### config.mk
export PLATFORM = sky130hd
export DESIGN_NAME = swb_host_tx
export DESIGN_NICKNAME = d
export VERILOG_FILES = /design/src/rtl/swb_tx_pkg.sv /design/src/rtl/swb_tick_div.sv /design/src/rtl/swb_bit_cell.sv /design/src/rtl/swb_host_tx.sv
export SDC_FILE = /design/constraint.sdc
export NUM_CORES = 1
export LEC_CHECK = 0
export BUFFER_PORTS_ARGS = -buffer_cell sky130_fd_sc_hd__buf_2
export CAP_MARGIN = 40
export CORE_MARGIN = 8
export CORE_UTILIZATION = 60
export DETAILED_ROUTE_END_ITERATION = 10
export GPL_TIMING_DRIVEN = 1
export PLACE_DENSITY = 0.79
export SETUP_SLACK_MARGIN = 0.3
export SYNTH_ARGS = -nofsm -noshare
export SYNTH_HDL_FRONTEND = slang
export SYNTH_HIERARCHICAL = 1
export SYNTH_SLANG_ARGS = --single-unit
export TNS_END_PERCENT = 1
### constraint.sdc
create_clock -name clk -period 3.35 [get_ports clk]
set_input_delay 0.1675 -clock clk [delete_from_list [all_inputs] [get_ports clk]]
set_output_delay 0.1675 -clock clk [all_outputs]
set_load 0.01 [all_outputs]
### src/rtl/swb_tx_pkg.sv
package swb_tx_pkg;

  typedef enum logic [2:0] {
    PH_IDLE,
    PH_ATTN,
    PH_CMD,
    PH_GAP,
    PH_DATA
  } phase_e;

  localparam logic [1:0] CODE_FLUSH  = 2'b00;
  localparam logic [1:0] CODE_LISTEN = 2'b10;
  localparam logic [1:0] CODE_TALK   = 2'b11;

  // Command byte: address high nibble, then code, then register
  function automatic logic [7:0] pack_cmd(input logic [3:0] addr,
                                          input logic [1:0] code,
                                          input logic [1:0] regn);
    return {addr, code, regn};
  endfunction

endpackage

### src/rtl/swb_tick_div.sv
module swb_tick_div #(
  parameter int DIV = 50
) (
  input  logic clk,
  input  logic rst_n,
  input  logic clr_i,
  output logic tick_o
);

  localparam int DW = (DIV > 1) ? $clog2(DIV) : 1;

  generate
    if (DIV == 1) begin : g_pass
      assign tick_o = 1'b1;
    end else begin : g_cnt
      logic [DW-1:0] cnt_q, cnt_d;

      assign tick_o = (cnt_q == DW'(DIV-1));

      always_comb begin
        if (clr_i)       cnt_d = '0;
        else if (tick_o) cnt_d = '0;
        else             cnt_d = cnt_q + 1'b1;
      end

      always_ff @(posedge clk or negedge rst_n) begin
        if (!rst_n) cnt_q <= '0;
        else        cnt_q <= cnt_d;
      end


      tick_single_chk: assert property (@(posedge clk) disable iff (!rst_n)
        tick_o && !clr_i |=> !tick_o);
    end
  endgenerate

endmodule

### src/rtl/swb_bit_cell.sv
module swb_bit_cell #(
  parameter int CELL_US    = 100,
  parameter int ONE_LO_US  = 35,
  parameter int ZERO_LO_US = 65
) (
  input  logic clk,
  input  logic rst_n,
  input  logic tick_i,
  input  logic go_i,
  input  logic bit_i,
  output logic low_o,
  output logic done_o
);

  localparam int CNW = $clog2(CELL_US);

  logic           active_q, active_d;
  logic           bit_q, bit_d;
  logic           low_q, low_d;
  logic [CNW-1:0] cnt_q, cnt_d;
  logic [CNW-1:0] lo_len;
  logic           last_us;

  assign lo_len  = bit_q ? CNW'(ONE_LO_US) : CNW'(ZERO_LO_US);
  assign last_us = (cnt_q == CNW'(CELL_US-1));
  assign done_o  = active_q && tick_i && last_us;
  assign low_o   = low_q;

  always_comb begin
    active_d = active_q;
    bit_d    = bit_q;
    low_d    = low_q;
    cnt_d    = cnt_q;
    if (go_i) begin
      active_d = 1'b1;
      bit_d    = bit_i;
      low_d    = 1'b1;
      cnt_d    = '0;
    end else if (active_q && tick_i) begin
      if (last_us) begin
        active_d = 1'b0;
        low_d    = 1'b0;
        cnt_d    = '0;
      end else begin
        cnt_d = cnt_q + 1'b1;
        if (cnt_q + 1'b1 == lo_len) low_d = 1'b0;
      end
    end
  end

  always_ff @(posedge clk or negedge rst_n) begin
    if (!rst_n) begin
      active_q <= 1'b0;
      bit_q    <= 1'b0;
      low_q    <= 1'b0;
      cnt_q    <= '0;
    end else begin
      active_q <= active_d;
      bit_q    <= bit_d;
      low_q    <= low_d;
      cnt_q    <= cnt_d;
    end
  end


  low_window_chk: assert property (@(posedge clk) disable iff (!rst_n)
    low_q |-> (cnt_q < CNW'(ZERO_LO_US)));


  cell_ends_high_chk: assert property (@(posedge clk) disable iff (!rst_n)
    done_o |-> !low_q);

endmodule

### src/rtl/swb_host_tx.sv
module swb_host_tx
  import swb_tx_pkg::*;
#(
  parameter int CLK_PER_US = 50,
  parameter int ATTN_US    = 765,
  parameter int CELL_US    = 100,
  parameter int ONE_LO_US  = 35,
  parameter int ZERO_LO_US = 65,
  parameter int GAP_US     = 200
) (
  input  logic       clk,
  input  logic       rst_n,
  input  logic       start_i,
  input  logic [3:0] addr_i,
  input  logic [1:0] code_i,
  input  logic [1:0] reg_i,
  input  logic [1:0] len_i,
  input  logic [7:0] data0_i,
  input  logic [7:0] data1_i,
  output logic       busy_o,
  output logic       drive_low_o
);

  localparam int CMD_CELLS = 10;             // sync + 8 bits + stop
  localparam int SHW       = 18;             // start + 16 bits + stop
  localparam int MAXT      = (ATTN_US > GAP_US) ? ATTN_US : GAP_US;
  localparam int CW        = $clog2(MAXT + 1);
  localparam int LW        = $clog2(SHW + 1);

  phase_e           phase_q, phase_d;
  logic [CW-1:0]    cnt_q, cnt_d;
  logic [SHW-1:0]   sh_q, sh_d;
  logic [SHW-1:0]   dat_q, dat_d;
  logic [LW-1:0]    left_q, left_d;
  logic [LW-1:0]    dcells_q, dcells_d;
  logic             has_data_q, has_data_d;
  logic             attn_low_q, attn_low_d;
  logic             busy_q, busy_d;

  logic             tick;
  logic             accept;
  logic             go;
  logic             go_bit;
  logic             cell_low;
  logic             cell_done;
  logic [1:0]       nbytes;
  logic [SHW-1:0]   dframe;
  logic [LW-1:0]    dcells;

  swb_tick_div #(.DIV(CLK_PER_US)) u_tick (
    .clk    (clk),
    .rst_n  (rst_n),
    .clr_i  (accept),
    .tick_o (tick)
  );

  swb_bit_cell #(
    .CELL_US    (CELL_US),
    .ONE_LO_US  (ONE_LO_US),
    .ZERO_LO_US (ZERO_LO_US)
  ) u_cell (
    .clk    (clk),
    .rst_n  (rst_n),
    .tick_i (tick),
    .go_i   (go),
    .bit_i  (go_bit),
    .low_o  (cell_low),
    .done_o (cell_done)
  );

  assign accept      = start_i && !busy_q;
  assign busy_o      = busy_q;
  assign drive_low_o = attn_low_q || cell_low;

  // Data byte count: only Listen carries data, 3 clamps to 2
  always_comb begin
    if (code_i != CODE_LISTEN) nbytes = 2'd0;
    else if (len_i == 2'd3)    nbytes = 2'd2;
    else                       nbytes = len_i;
  end

  always_comb begin
    unique case (nbytes)
      2'd1:    dframe = {1'b1, data0_i, 1'b0, 8'h00};
      2'd2:    dframe = {1'b1, data0_i, data1_i, 1'b0};
      default: dframe = '0;
    endcase
    dcells = LW'(2) + LW'({nbytes, 3'b000});
  end

  always_comb begin
    phase_d    = phase_q;
    cnt_d      = cnt_q;
    sh_d       = sh_q;
    dat_d      = dat_q;
    left_d     = left_q;
    dcells_d   = dcells_q;
    has_data_d = has_data_q;
    attn_low_d = attn_low_q;
    busy_d     = busy_q;
    go         = 1'b0;
    go_bit     = sh_q[SHW-1];

    unique case (phase_q)
      PH_IDLE: begin
        if (accept) begin
          phase_d    = PH_ATTN;
          busy_d     = 1'b1;
          attn_low_d = 1'b1;
          cnt_d      = '0;
          sh_d       = {1'b1, pack_cmd(addr_i, code_i, reg_i), 1'b0, 8'h00};
          left_d     = LW'(CMD_CELLS);
          dat_d      = dframe;
          dcells_d   = dcells;
          has_data_d = (nbytes != 2'd0);
        end
      end
      PH_ATTN: begin
        if (tick) begin
          if (cnt_q == CW'(ATTN_US-1)) begin
            attn_low_d = 1'b0;
            go         = 1'b1;
            sh_d       = sh_q << 1;
            left_d     = left_q - 1'b1;
            phase_d    = PH_CMD;
          end else begin
            cnt_d = cnt_q + 1'b1;
          end
        end
      end
      PH_CMD, PH_DATA: begin
        if (cell_done) begin
          if (left_q != '0) begin
            go     = 1'b1;
            sh_d   = sh_q << 1;
            left_d = left_q - 1'b1;
          end else if (phase_q == PH_CMD && has_data_q) begin
            phase_d = PH_GAP;
            cnt_d   = '0;
          end else begin
            phase_d = PH_IDLE;
            busy_d  = 1'b0;
          end
        end
      end
      PH_GAP: begin
        if (tick) begin
          if (cnt_q == CW'(GAP_US-1)) begin
            go      = 1'b1;
            go_bit  = dat_q[SHW-1];
            sh_d    = dat_q << 1;
            left_d  = dcells_q - 1'b1;
            phase_d = PH_DATA;
          end else begin
            cnt_d = cnt_q + 1'b1;
          end
        end
      end
      default: begin
        phase_d = PH_IDLE;
        busy_d  = 1'b0;
      end
    endcase
  end

  always_ff @(posedge clk or negedge rst_n) begin
    if (!rst_n) begin
      phase_q    <= PH_IDLE;
      cnt_q      <= '0;
      sh_q       <= '0;
      dat_q      <= '0;
      left_q     <= '0;
      dcells_q   <= '0;
      has_data_q <= 1'b0;
      attn_low_q <= 1'b0;
      busy_q     <= 1'b0;
    end else begin
      phase_q    <= phase_d;
      cnt_q      <= cnt_d;
      sh_q       <= sh_d;
      dat_q      <= dat_d;
      left_q     <= left_d;
      dcells_q   <= dcells_d;
      has_data_q <= has_data_d;
      attn_low_q <= attn_low_d;
      busy_q     <= busy_d;
    end
  end


  idle_released_chk: assert property (@(posedge clk) disable iff (!rst_n)
    !busy_q |-> !drive_low_o);


  accept_drives_chk: assert property (@(posedge clk) disable iff (!rst_n)
    start_i && !busy_q |=> busy_q && drive_low_o);


  attn_low_chk: assert property (@(posedge clk) disable iff (!rst_n)
    (phase_q == PH_ATTN) |-> drive_low_o);


  gap_released_chk: assert property (@(posedge clk) disable iff (!rst_n)
    (phase_q == PH_GAP) |-> !drive_low_o);


  end_after_cells_chk: assert property (@(posedge clk) disable iff (!rst_n)
    $fell(busy_q) |-> ($past(phase_q) == PH_CMD || $past(phase_q) == PH_DATA));

endmodule

After elaboration in Yosys (flattened, before gate mapping)
Index checks and enable logic that the tools add are counted.

Flip-flop bits (word level): 78. Bits of input ports: 29. Output and inout bits: 2. Word-level logic and storage cells: 138.

$add $sub $neg: 6. Equal/unequal tests: 25. Multiplexer cells: 68. Bitwise operators: 1. Reductions and logical operators: 24.

Operators by type and width (number): 18-bit 2-to-1 mux (7); 10-bit 2-to-1 mux (8); 18-bit case mux with 4 select lines (1); 10-bit case mux with 4 select lines (1); 18-bit case mux with 2 select lines (1); 5-bit 2-to-1 mux (7); 7-bit 2-to-1 mux (4); 1-bit 2-to-1 mux (22); 2-bit != test (second input constant) (11); 3-bit 2-to-1 mux (7); 5-bit case mux with 4 select lines (1); 6-bit 2-to-1 mux (2); 3-bit case mux with 4 select lines (1); 10-bit by 1-bit adder with 10-bit output (second input constant) (1); 10-bit == test (second input constant) (1); 10-bit by 8-bit == test with 1-bit output (second input constant) (1); 5-bit by 1-bit subtractor with 5-bit output (second input constant) (2); 9-bit AND reduction (1); 8-bit AND reduction (1); 2-bit nonzero test (4); 7-bit by 1-bit adder with 7-bit output (second input constant) (1); 7-bit == test (1); 7-bit == test (second input constant) (1); 7-bit AND reduction (1); other kinds (24) (36).

Longest topological paths before layout
Gate-level depths: netlist of run 1.

Word-level depth: 7. Depth in mapped cells: 12. Mapped depth without buffers: 12.

Cells and area by module
Netlist of run 1, hierarchy kept.

By module, submodules not included: swb_host_tx (instances 1, cells an instance 353, area each 3465.8 um^2, sequential area each 1426.4 um^2); swb_bit_cell (instances 1, cells an instance 60, area each 600.6 um^2, sequential area each 250.2 um^2); swb_tick_div (instances 1, cells an instance 26, area each 281.5 um^2, sequential area each 150.1 um^2).

Worst setup path after synthesis of run 1
Ideal clock, no wire load.

Path kind: reg2reg. Start point: reg, netlist name cnt_q[0]. End point: reg u_cell.cnt_q[4]. Setup time: 0.121 ns. Arrival: 2.400 ns. Data required time: 3.229 ns. Path slack: 0.829 ns. Cell stages (with the launch flop): 11. Path buffers: 0. Period minus slack after synthesis: 2.521 ns. Cells stage by stage: dfrtp_1 > inv_1 > ha_1 > nand3b_1 > or3_1 > a21oi_1 > or2_2 > and3b_1 > a21boi_2 > a21o_2 > a22o_1.

RTL lines: end signal, assigned (line swb_bit_cell.sv:61) `cnt_q <= cnt_d;`; end, declared (line swb_bit_cell.sv:20) `logic [CNW-1:0] cnt_q, cnt_d;`.

Final worst setup path of run 1
Start point: reg u_tick.g_cnt.cnt_q[1]. End point: reg u_cell.cnt_q[4].

Cells in the longest elaborated chain, start to end: 6. Elaborated cells on any way between the ends: 9. Those cells by class: eq/ne: 1; mux: 5; reduce/logical: 3.

Ends and longest elaborated chain: start, declared (line swb_tick_div.sv:16) `logic [DW-1:0] cnt_q, cnt_d;`; start signal, assigned (line swb_tick_div.sv:28) `else cnt_q <= cnt_d;`; 6-bit == test (*) (line swb_tick_div.sv:18) `assign tick_o = (cnt_q == DW'(DIV-1));`; named net tick (line swb_host_tx.sv:40) `logic tick;`; 1-bit logical AND (*) (2 in series) (line swb_bit_cell.sv:26) `assign done_o = active_q && tick_i && last_us;`; named net cell_done (line swb_host_tx.sv:45) `logic cell_done;`; 1-bit 2-to-1 mux (*) (line swb_host_tx.sv:132) `if (cell_done) begin`; 1-bit case mux with 3 select lines (*) (line swb_host_tx.sv:104) `unique case (phase_q)`; named net go (line swb_host_tx.sv:42) `logic go;`; 7-bit 2-to-1 mux / 2-bit nonzero test (equally long branches).

The timed path passes the listed nets; every way through them passes the cells marked *. A chain may end at the register's enable or synchronous reset.

==> run summary, run 1 <==
============================================================================================
Initial core utilization ......................................................        60.9%
Least-Margin Pin Slew .........................................................     0.626 ns
Slowest stage cell on the critical path ....................................... sky130_fd_sc_hd__dfrtp_1
Total number of clock tree sinks ..............................................           73
Setup violation total in the final timing report ..............................            0
Most frequent cells after synthesis ........................................... 73 x sky130_fd_sc_hd__dfrtp_1, 50 x sky130_fd_sc_hd__nand2_1, 48 x sky130_fd_sc_hd__o21ai_0
Setup Slack @ Placement .......................................................     0.458 ns
Timing startpoint of the critical path ........................................ u_tick/g_cnt.cnt_q[1]
Post-CTS Setup Inserts ........................................................            0
Number of core rows ...........................................................           31
Worst Path Buf+Inv ............................................................            2
Ys async rst share ............................................................         100%
Proportion of netlist area held by the largest area contributor ...............        42.0%
Total negative slack for setup checks .........................................         0 ns
Met1 usage in global routing ..................................................        24.3%
Post-detailed-route wirelength per cell .......................................      16.4 µm
Crit-path most repeated cell .................................................. sky130_fd_sc_hd__inv_1
Fraction of met2 tracks used by global routing ................................        32.6%
Most common cell in the netlist ............................................... sky130_fd_sc_hd__dfrtp_1
Final WS setup ................................................................     0.483 ns
Number of pins with negative max-slew slack in the final report ...............            0
Required @ worst endpoint .....................................................      3.58 ns
Post-Place Cells ..............................................................          557
Startpoint of the worst-slack reg-to-reg timing path .......................... u_tick/g_cnt.cnt_q[1]
Complex-gate fraction of the synthesized area .................................        21.6%
H-tree depth ..................................................................            3
# port buffers ................................................................           30
Sequential element share of the synthesized area ..............................        42.0%
CP Launch Type ................................................................    flip-flop
Combinational family with the most area after synthesis ....................... compound AO/OA/AOI/OAI gates
Basic-gate share of the synthesized area counting and, or, nand and nor cells .        18.4%
Antenna violations before repair ..............................................            0
Post-placement cell area ......................................................  0.00459 mm²
Max-slew headroom at the worst pin ............................................        58.1%
Status ........................................................................ finished, final reports clean
Synthesized netlist net count .................................................          477
Post-DP HPWL ..................................................................      6440 µm
Yosys warning count ...........................................................            6
Synthesized area ..............................................................  0.00435 mm²
Final-stage net count .........................................................          508
Clock-pin slew on the worst setup and hold paths ..............................      0.08 ns
Synth Area per Inst ...........................................................     9.90 µm²
Number of instances in the synthesized netlist ................................          439
Portion of netlist area occupied by mux cells .................................        10.2%
Total global-route track usage ................................................        19.4%
Largest incremental delay on the critical path ................................      0.41 ns
Critical path fanouts, max ....................................................            8
Max cap viols .................................................................            0
Via count of the routed design ................................................         3495
Post-synthesis cell type count ................................................           62
Wire length of the first global-routing pass ..................................     16100 µm
Fraction of the mapped netlist area in adder cells ............................        2.59%
Maximum number of pins on one net before global-route repair ..................           48
Period minus WS final .........................................................      2.87 ns
Final ANT Viol Nets ...........................................................            0
Part of the cycle the worst path needs ........................................        85.6%
Biggest area contributors in the synthesized netlist .......................... sky130_fd_sc_hd__dfrtp_1 42%, sky130_fd_sc_hd__o21ai_0 5.5%, sky130_fd_sc_hd__mux2_4 4.8%
Core footprint ................................................................  0.00714 mm²
Clock Skews ...................................................................   0.00898 ns
Maximum resistive drop on vdd .................................................   0.000262 V
Final RePlAce weighted congestion .............................................        0.886
Area Overhead vs Synth ........................................................        11.6%
Hold path start ...............................................................   data0_i[7]
Deepest clock path buffer count ...............................................            2
Root Buffer ................................................................... sky130_fd_sc_hd__clkbuf_8
Category of the critical setup timing path .................................... flip-flop to flip-flop
Height of the die .............................................................       101 µm
Cell Pwr Density ..............................................................   454 mW/mm²
Critical Path End Type ........................................................    flip-flop
Total iterations of the first detailed-routing run ............................            4
Num ports .....................................................................           31
Final wirelength ..............................................................      9390 µm
Share of the synthesized netlist area taken by xor and xnor gates .............        1.61%
Max Freq ......................................................................      349 MHz
Largest area contributor in the netlist ....................................... sky130_fd_sc_hd__dfrtp_1
Overflow left after global routing ............................................            0
Die ar. .......................................................................   0.0102 mm²
Via count of the first global-routing pass ....................................         3456
Most used flip-flop cell after synthesis ...................................... sky130_fd_sc_hd__dfrtp_1
CTS Buf Count .................................................................            9
Critical Path, Cell by Cell ................................................... inv_1 -> ha_1 -> and4_1 -> nand4_1 -> inv_1 -> o21ai_0 -> nor3_1 -> or2_2 -> and3b_1 -> a21boi_2 -> a21o_2 -> a22o_1
Hold Vio Cnt, Final ...........................................................            0
Non-filler instance count after layout ........................................          574
Skew-Pair Late Insertion Delay ................................................      0.34 ns
Layout Cell Area excl Fill ....................................................  0.00485 mm²
Fraction of layout instances using a drive strength above 1 ...................        22.3%
Number of flops mapped to enable cells by yosys ...............................            0
Final hold slack ..............................................................    0.0392 ns
Vias per cell .................................................................         6.09
Most utilized layer in the global route result ................................         met2
Post-route DRC ................................................................            0
Type of the worst min-delay path .............................................. primary input to flip-flop
CTS tree ......................................................................         done
Register bit total from synthesis .............................................           73
Initial drt markers ...........................................................          185
Horizontal die dimension ......................................................       101 µm
Antenna diode count ...........................................................            0
Arrival time reported for the critical path endpoint ..........................      3.10 ns
Met3 track demand over resource in global routing .............................        4.01%
Total leakage power ...........................................................      2.18 nW
Top delay family on crit path ................................................. simple AND/OR/NAND/NOR gates
Setup repair after global routing missed its margin ...........................        false
============================================================================================
[metrics by stage]
| step | power, W | utilization [%] |
|---|---|---|
| 2_1_floorplan | 0.00128 | - |
| 6_report | 0.00220 | 68.0 |
| 5_1_grt | 0.00230 | 68.0 |
| 3_3_place_gp | 0.00136 | 64.4 |
| 4_1_cts | 0.00222 | 67.9 |
| 3_5_place_dp | 0.00138 | 64.4 |
[worst register-to-register path, cell delays in order (launching register included)]
cell and delay, ns:
sky130_fd_sc_hd__dfrtp_1 0.41, sky130_fd_sc_hd__inv_1 0.07, sky130_fd_sc_hd__ha_1 0.15, sky130_fd_sc_hd__and4_1 0.37, sky130_fd_sc_hd__nand4_1 0.23, sky130_fd_sc_hd__inv_1 0.13
sky130_fd_sc_hd__o21ai_0 0.12, sky130_fd_sc_hd__nor3_1 0.19, sky130_fd_sc_hd__or2_2 0.20, sky130_fd_sc_hd__and3b_1 0.23, sky130_fd_sc_hd__a21boi_2 0.21, sky130_fd_sc_hd__a21o_2 0.24
sky130_fd_sc_hd__a22o_1 0.22
[power breakdown]
group	total, W	internal [W]	leakage (nW)	switching, W
clock	0.000840	0.000514	0.120	0.000326
combinational	0.000300	0.000143	1.10	0.000157
sequential	0.00106	0.000958	0.957	0.000106
total	0.00220	0.00162	2.18	0.000588
[cell type report]
class / count / area [µm²]
well taps: 99 / 124
flip-flops and latches: 73 / 1830
clock buffers: 11 / 141
fillers: 596 / 2280
clock inverters: 5 / 103
repair buffers: 41 / 235
multi-input cells: 332 / 2370
inverters: 13 / 48.8
[kinds of logic after synthesis]
family	count (synthesis)
adders and majority gates	9
buffers and inverters	34
AOI/OAI and AO/OA	128
muxes	36
xor gates and xnor gates	8
DFF	73
and+or+nand+nor	151
[layout by cell type, fill, tap and decap left out, types with 6 or more instances in the layout]
cell	Yosys	layout
sky130_fd_sc_hd__nor2_1	23	23
sky130_fd_sc_hd__ha_1	9	9
sky130_fd_sc_hd__dfrtp_1	73	73
sky130_fd_sc_hd__or3_1	13	13
sky130_fd_sc_hd__a21oi_1	9	9
sky130_fd_sc_hd__inv_1	12	12
sky130_fd_sc_hd__nor3_1	8	8
sky130_fd_sc_hd__or2_2	6	6
sky130_fd_sc_hd__o21ai_0	48	48
sky130_fd_sc_hd__nand3b_1	7	7
sky130_fd_sc_hd__mux2_2	11	11
sky130_fd_sc_hd__a22o_1	18	18
sky130_fd_sc_hd__mux2i_1	11	11
sky130_fd_sc_hd__o211ai_1	9	9
sky130_fd_sc_hd__nand3_1	11	11
sky130_fd_sc_hd__mux2_4	14	14
sky130_fd_sc_hd__buf_2	2	30
sky130_fd_sc_hd__nand2_1	50	50
sky130_fd_sc_hd__buf_4	0	10
sky130_fd_sc_hd__clkbuf_8	0	10
[state kept, by name (all words and copies together), names as in the netlist]
signal	cells
attn_low_q	1
has_data_q	1
dat_q	17
u_cell/bit_q	1
u_cell/cnt_q	7
sh_q	16
u_cell/active_q	1
u_tick/g_cnt.cnt_q	6
u_cell/low_o	1
busy_o	1
cnt_q	10
phase_q	3
dcells_q	3
left_q	5
[metal layers]
| metal | wire (µm) | part of all wire [%] |
|---|---|---|
| met1 | 4310 | 46 |
| met2 | 4660 | 50 |
| met3 | 334 | 3.6 |
| met4 | 92 | 0.98 |
| met5 | 0 | 0 |
[what timing repair did]
item / in CTS / in global routing
hold endpoints to repair: 73 / 0
resized for setup: 0 / 1
hold buffers: 1 / 0
setup endpoints to repair: 0 / 15
[path summary, 6_finish.rpt]
| check | to | slack (ns) | cells after the start |
|---|---|---|---|
| worst max register to register | u_cell/cnt_q[4] | 0.48 | 12 |
| min in group asynchronous | cnt_q[5] | 0.36 | 3 |
| worst min register to register | dat_q[6] | 0.48 | 2 |
| worst min-delay path | dat_q[16] | 0.04 | 2 |
| max in group asynchronous | sh_q[7] | 2.45 | 3 |
| worst max-delay path | u_cell/cnt_q[4] | 0.48 | 12 |
Note: power is estimated with default switching activity, not from simulation.
==> inputs of run 2 (changes only) <==
--- a/config.mk
+++ b/config.mk
@@ -5,13 +5,13 @@
 export SDC_FILE = /design/constraint.sdc
 export NUM_CORES = 1
 export LEC_CHECK = 0
-export BUFFER_PORTS_ARGS = -buffer_cell sky130_fd_sc_hd__buf_2
 export CAP_MARGIN = 40
 export CORE_MARGIN = 8
 export CORE_UTILIZATION = 60
 export DETAILED_ROUTE_END_ITERATION = 10
+export DONT_BUFFER_PORTS = 1
 export GPL_TIMING_DRIVEN = 1
-export PLACE_DENSITY = 0.79
+export PLACE_DENSITY = 0.76
 export SETUP_SLACK_MARGIN = 0.3
 export SYNTH_ARGS = -nofsm -noshare
 export SYNTH_HDL_FRONTEND = slang
==> run summary, run 2 (synthesis results as in run 1) <==
==============================================================================
# resized after CTS .............................................            0
Max Freq ........................................................      367 MHz
Setup slack, reg-to-reg .........................................      0.62 ns
Type of the worst min-delay path ................................ primary input to flip-flop
Final WS setup ..................................................     0.622 ns
CTS tree ........................................................         done
Number of instances on the worst hold path ......................            2
Via count of the routed design ..................................         3428
Part of the cycle the worst path needs ..........................        81.4%
Height of the die ...............................................       101 µm
Final RePlAce weighted congestion ...............................        0.842
Total negative slack for setup checks ...........................         0 ns
Total iterations of the first detailed-routing run ..............            4
Via count of the first global-routing pass ......................         3425
Slowest stage cell on the critical path ......................... sky130_fd_sc_hd__dfrtp_1
Number of flip-flops under the largest register name ............           17
H-tree depth ....................................................            3
CTS Buf Count ...................................................            9
Post-route DRC ..................................................            0
Maximum resistive drop on vdd ...................................   0.000241 V
Clock-pin slew on the worst setup and hold paths ................      0.08 ns
Area Overhead vs Synth ..........................................        12.1%
Total global-route track usage ..................................        19.8%
Total number of clock tree sinks ................................           73
Final wirelength ................................................      9520 µm
Required @ worst endpoint .......................................      3.58 ns
Setup repair after global routing missed its margin .............        false
Antenna diode count .............................................            0
Status .......................................................... finished, final reports clean
Horizontal die dimension ........................................       101 µm
Antenna violations before repair ................................            0
Hold path start .................................................     len_i[1]
Largest incremental delay on the critical path ..................      0.41 ns
Wire length of the first global-routing pass ....................     16200 µm
Cell Pwr Density ................................................   452 mW/mm²
Setup violation total in the final timing report ................            0
Maximum number of pins on one net before global-route repair ....           74
Final ANT Viol Nets .............................................            0
Startpoint of the worst-slack reg-to-reg timing path ............ u_cell/cnt_q[0]
Num ports .......................................................           31
Root Buffer ..................................................... sky130_fd_sc_hd__clkbuf_8
Top delay family on crit path ................................... simple AND/OR/NAND/NOR gates
Final hold slack ................................................     0.110 ns
Initial drt markers .............................................          223
Post-DP HPWL ....................................................      6280 µm
Critical Path End Type ..........................................    flip-flop
Least-Margin Pin Slew ...........................................     0.648 ns
Depth of the worst register-to-register path ....................           11
Fraction of layout instances using a drive strength above 1 .....        16.5%
Total leakage power .............................................      2.14 nW
Initial core utilization ........................................        60.9%
Number of pins with negative max-slew slack in the final report .            0
Clock Skews .....................................................    0.0107 ns
# port buffers ..................................................            0
Core footprint ..................................................  0.00714 mm²
Worst Path Buf+Inv ..............................................            1
Final Total Pwr .................................................    0.00220 W
Top Registers ................................................... dat_q (17), sh_q (16), cnt_q (10)
Period minus WS final ...........................................      2.73 ns
Setup Slack @ Placement .........................................     0.647 ns
Deepest clock path buffer count .................................            2
Register ranked first by flip-flop count ........................        dat_q
CP Launch Type ..................................................    flip-flop
Die ar. .........................................................   0.0102 mm²
Number of core rows .............................................           31
Skew-Pair Late Insertion Delay ..................................      0.35 ns
Max-slew headroom at the worst pin ..............................        56.6%
Destination of the worst register-to-register timing path ....... u_cell/cnt_q[4]
Post-CTS Setup Inserts ..........................................            0
Most common cell after layout, fill and taps aside .............. sky130_fd_sc_hd__dfrtp_1
Timing startpoint of the critical path .......................... u_cell/cnt_q[0]
Worst setup endpoint ............................................ u_cell/cnt_q[4]
Layout filler cell count ........................................          564
Commonest non-fill, non-tap cells in the layout ................. 73 x sky130_fd_sc_hd__dfrtp_1, 50 x sky130_fd_sc_hd__nand2_1, 48 x sky130_fd_sc_hd__o21ai_0, 23 x sky130_fd_sc_hd__nor2_1, 18 x sky130_fd_sc_hd__a22o_1
Overflow left after global routing ..............................            0
Final-stage net count ...........................................          494
Category of the critical setup timing path ...................... flip-flop to flip-flop
Arrival time reported for the critical path endpoint ............      2.96 ns
Post-detailed-route wirelength per cell .........................      17.0 µm
Stages on the worst setup path ..................................           11
Vias per cell ...................................................         6.12
Critical path fanouts, max ......................................            8
Hold Vio Cnt, Final .............................................            0
Max cap viols ...................................................            0
Critical Path, Cell by Cell ..................................... ha_1 -> and4b_2 -> nand4_1 -> inv_1 -> o21ai_0 -> nor3_1 -> or2_2 -> and3b_1 -> a21boi_2 -> a21o_2 -> a22o_1
==============================================================================
==> run 2: cell count changes in the layout (fill, tap and decap cells not counted) <==
cell / delta
sky130_fd_sc_hd__o31ai_2: -1
sky130_fd_sc_hd__clkbuf_1: -1
sky130_fd_sc_hd__clkinvlp_4: -1
sky130_fd_sc_hd__o31ai_1: +1
sky130_fd_sc_hd__dlygate4sd3_1: +16
sky130_fd_sc_hd__buf_2: -30
sky130_fd_sc_hd__clkinv_2: +2
sky130_fd_sc_hd__buf_4: -1
sky130_fd_sc_hd__buf_16: +1
==> run 2: final cells by class <==
class | instances | area [µm²] | area share (%)
Inverter | 13 | 48.8 | 1.00
Tap cell | 99 | 124 | 2.54
Timing Repair Buffer | 27 | 265 | 5.44
Multi-Input combinational cell | 332 | 2370 | 48.6
Clock buffer | 10 | 138 | 2.82
Sequential cell | 73 | 1830 | 37.5
Clock inverter | 6 | 105 | 2.16
==> run 2: routing by layer <==
layer / global-route usage (%) / share of wire [%]
met1: 24.5 / 46
met2: 32.4 / 48
met3: 4.14 / 3.7
met4: 9.16 / 2.0
met5: 0 / 0
==> run 2: worst min path at each step <==
stage                     slack [ns]     endpoint
after global placement         -0.13     cnt_q[8]
after detailed placement       -0.13     cnt_q[6]
after CTS                       0.10  dcells_q[4]
after floorplan                -0.13   attn_low_q
final                           0.11  dcells_q[4]
after global routing            0.13     sh_q[13]
==> run 2: repair_timing <==
item	in CTS	in global routing
endpoints found under the setup margin	0	0
hold endpoints to repair	89	0
hold buffers	18	0
==> run 2: report_power, final <==
part / total, W / internal [W] / switching, W
combinational: 0.000301 / 0.000147 / 0.000154
clock: 0.000839 / 0.000511 / 0.000328
sequential: 0.00107 / 0.000958 / 0.000107
==> run 2: stage by stage <==
| step | instances | utilization, % | instance area [µm²] |
|---|---|---|---|
| floorplan | 439 | - | 4350 |
| global placement | 526 | 62.1 | 4440 |
| detailed placement | 526 | 62.1 | 4440 |
| CTS | 560 | 68.3 | 4880 |
| global route | 560 | 68.3 | 4880 |
| finish | 560 | 68.3 | 4880 |
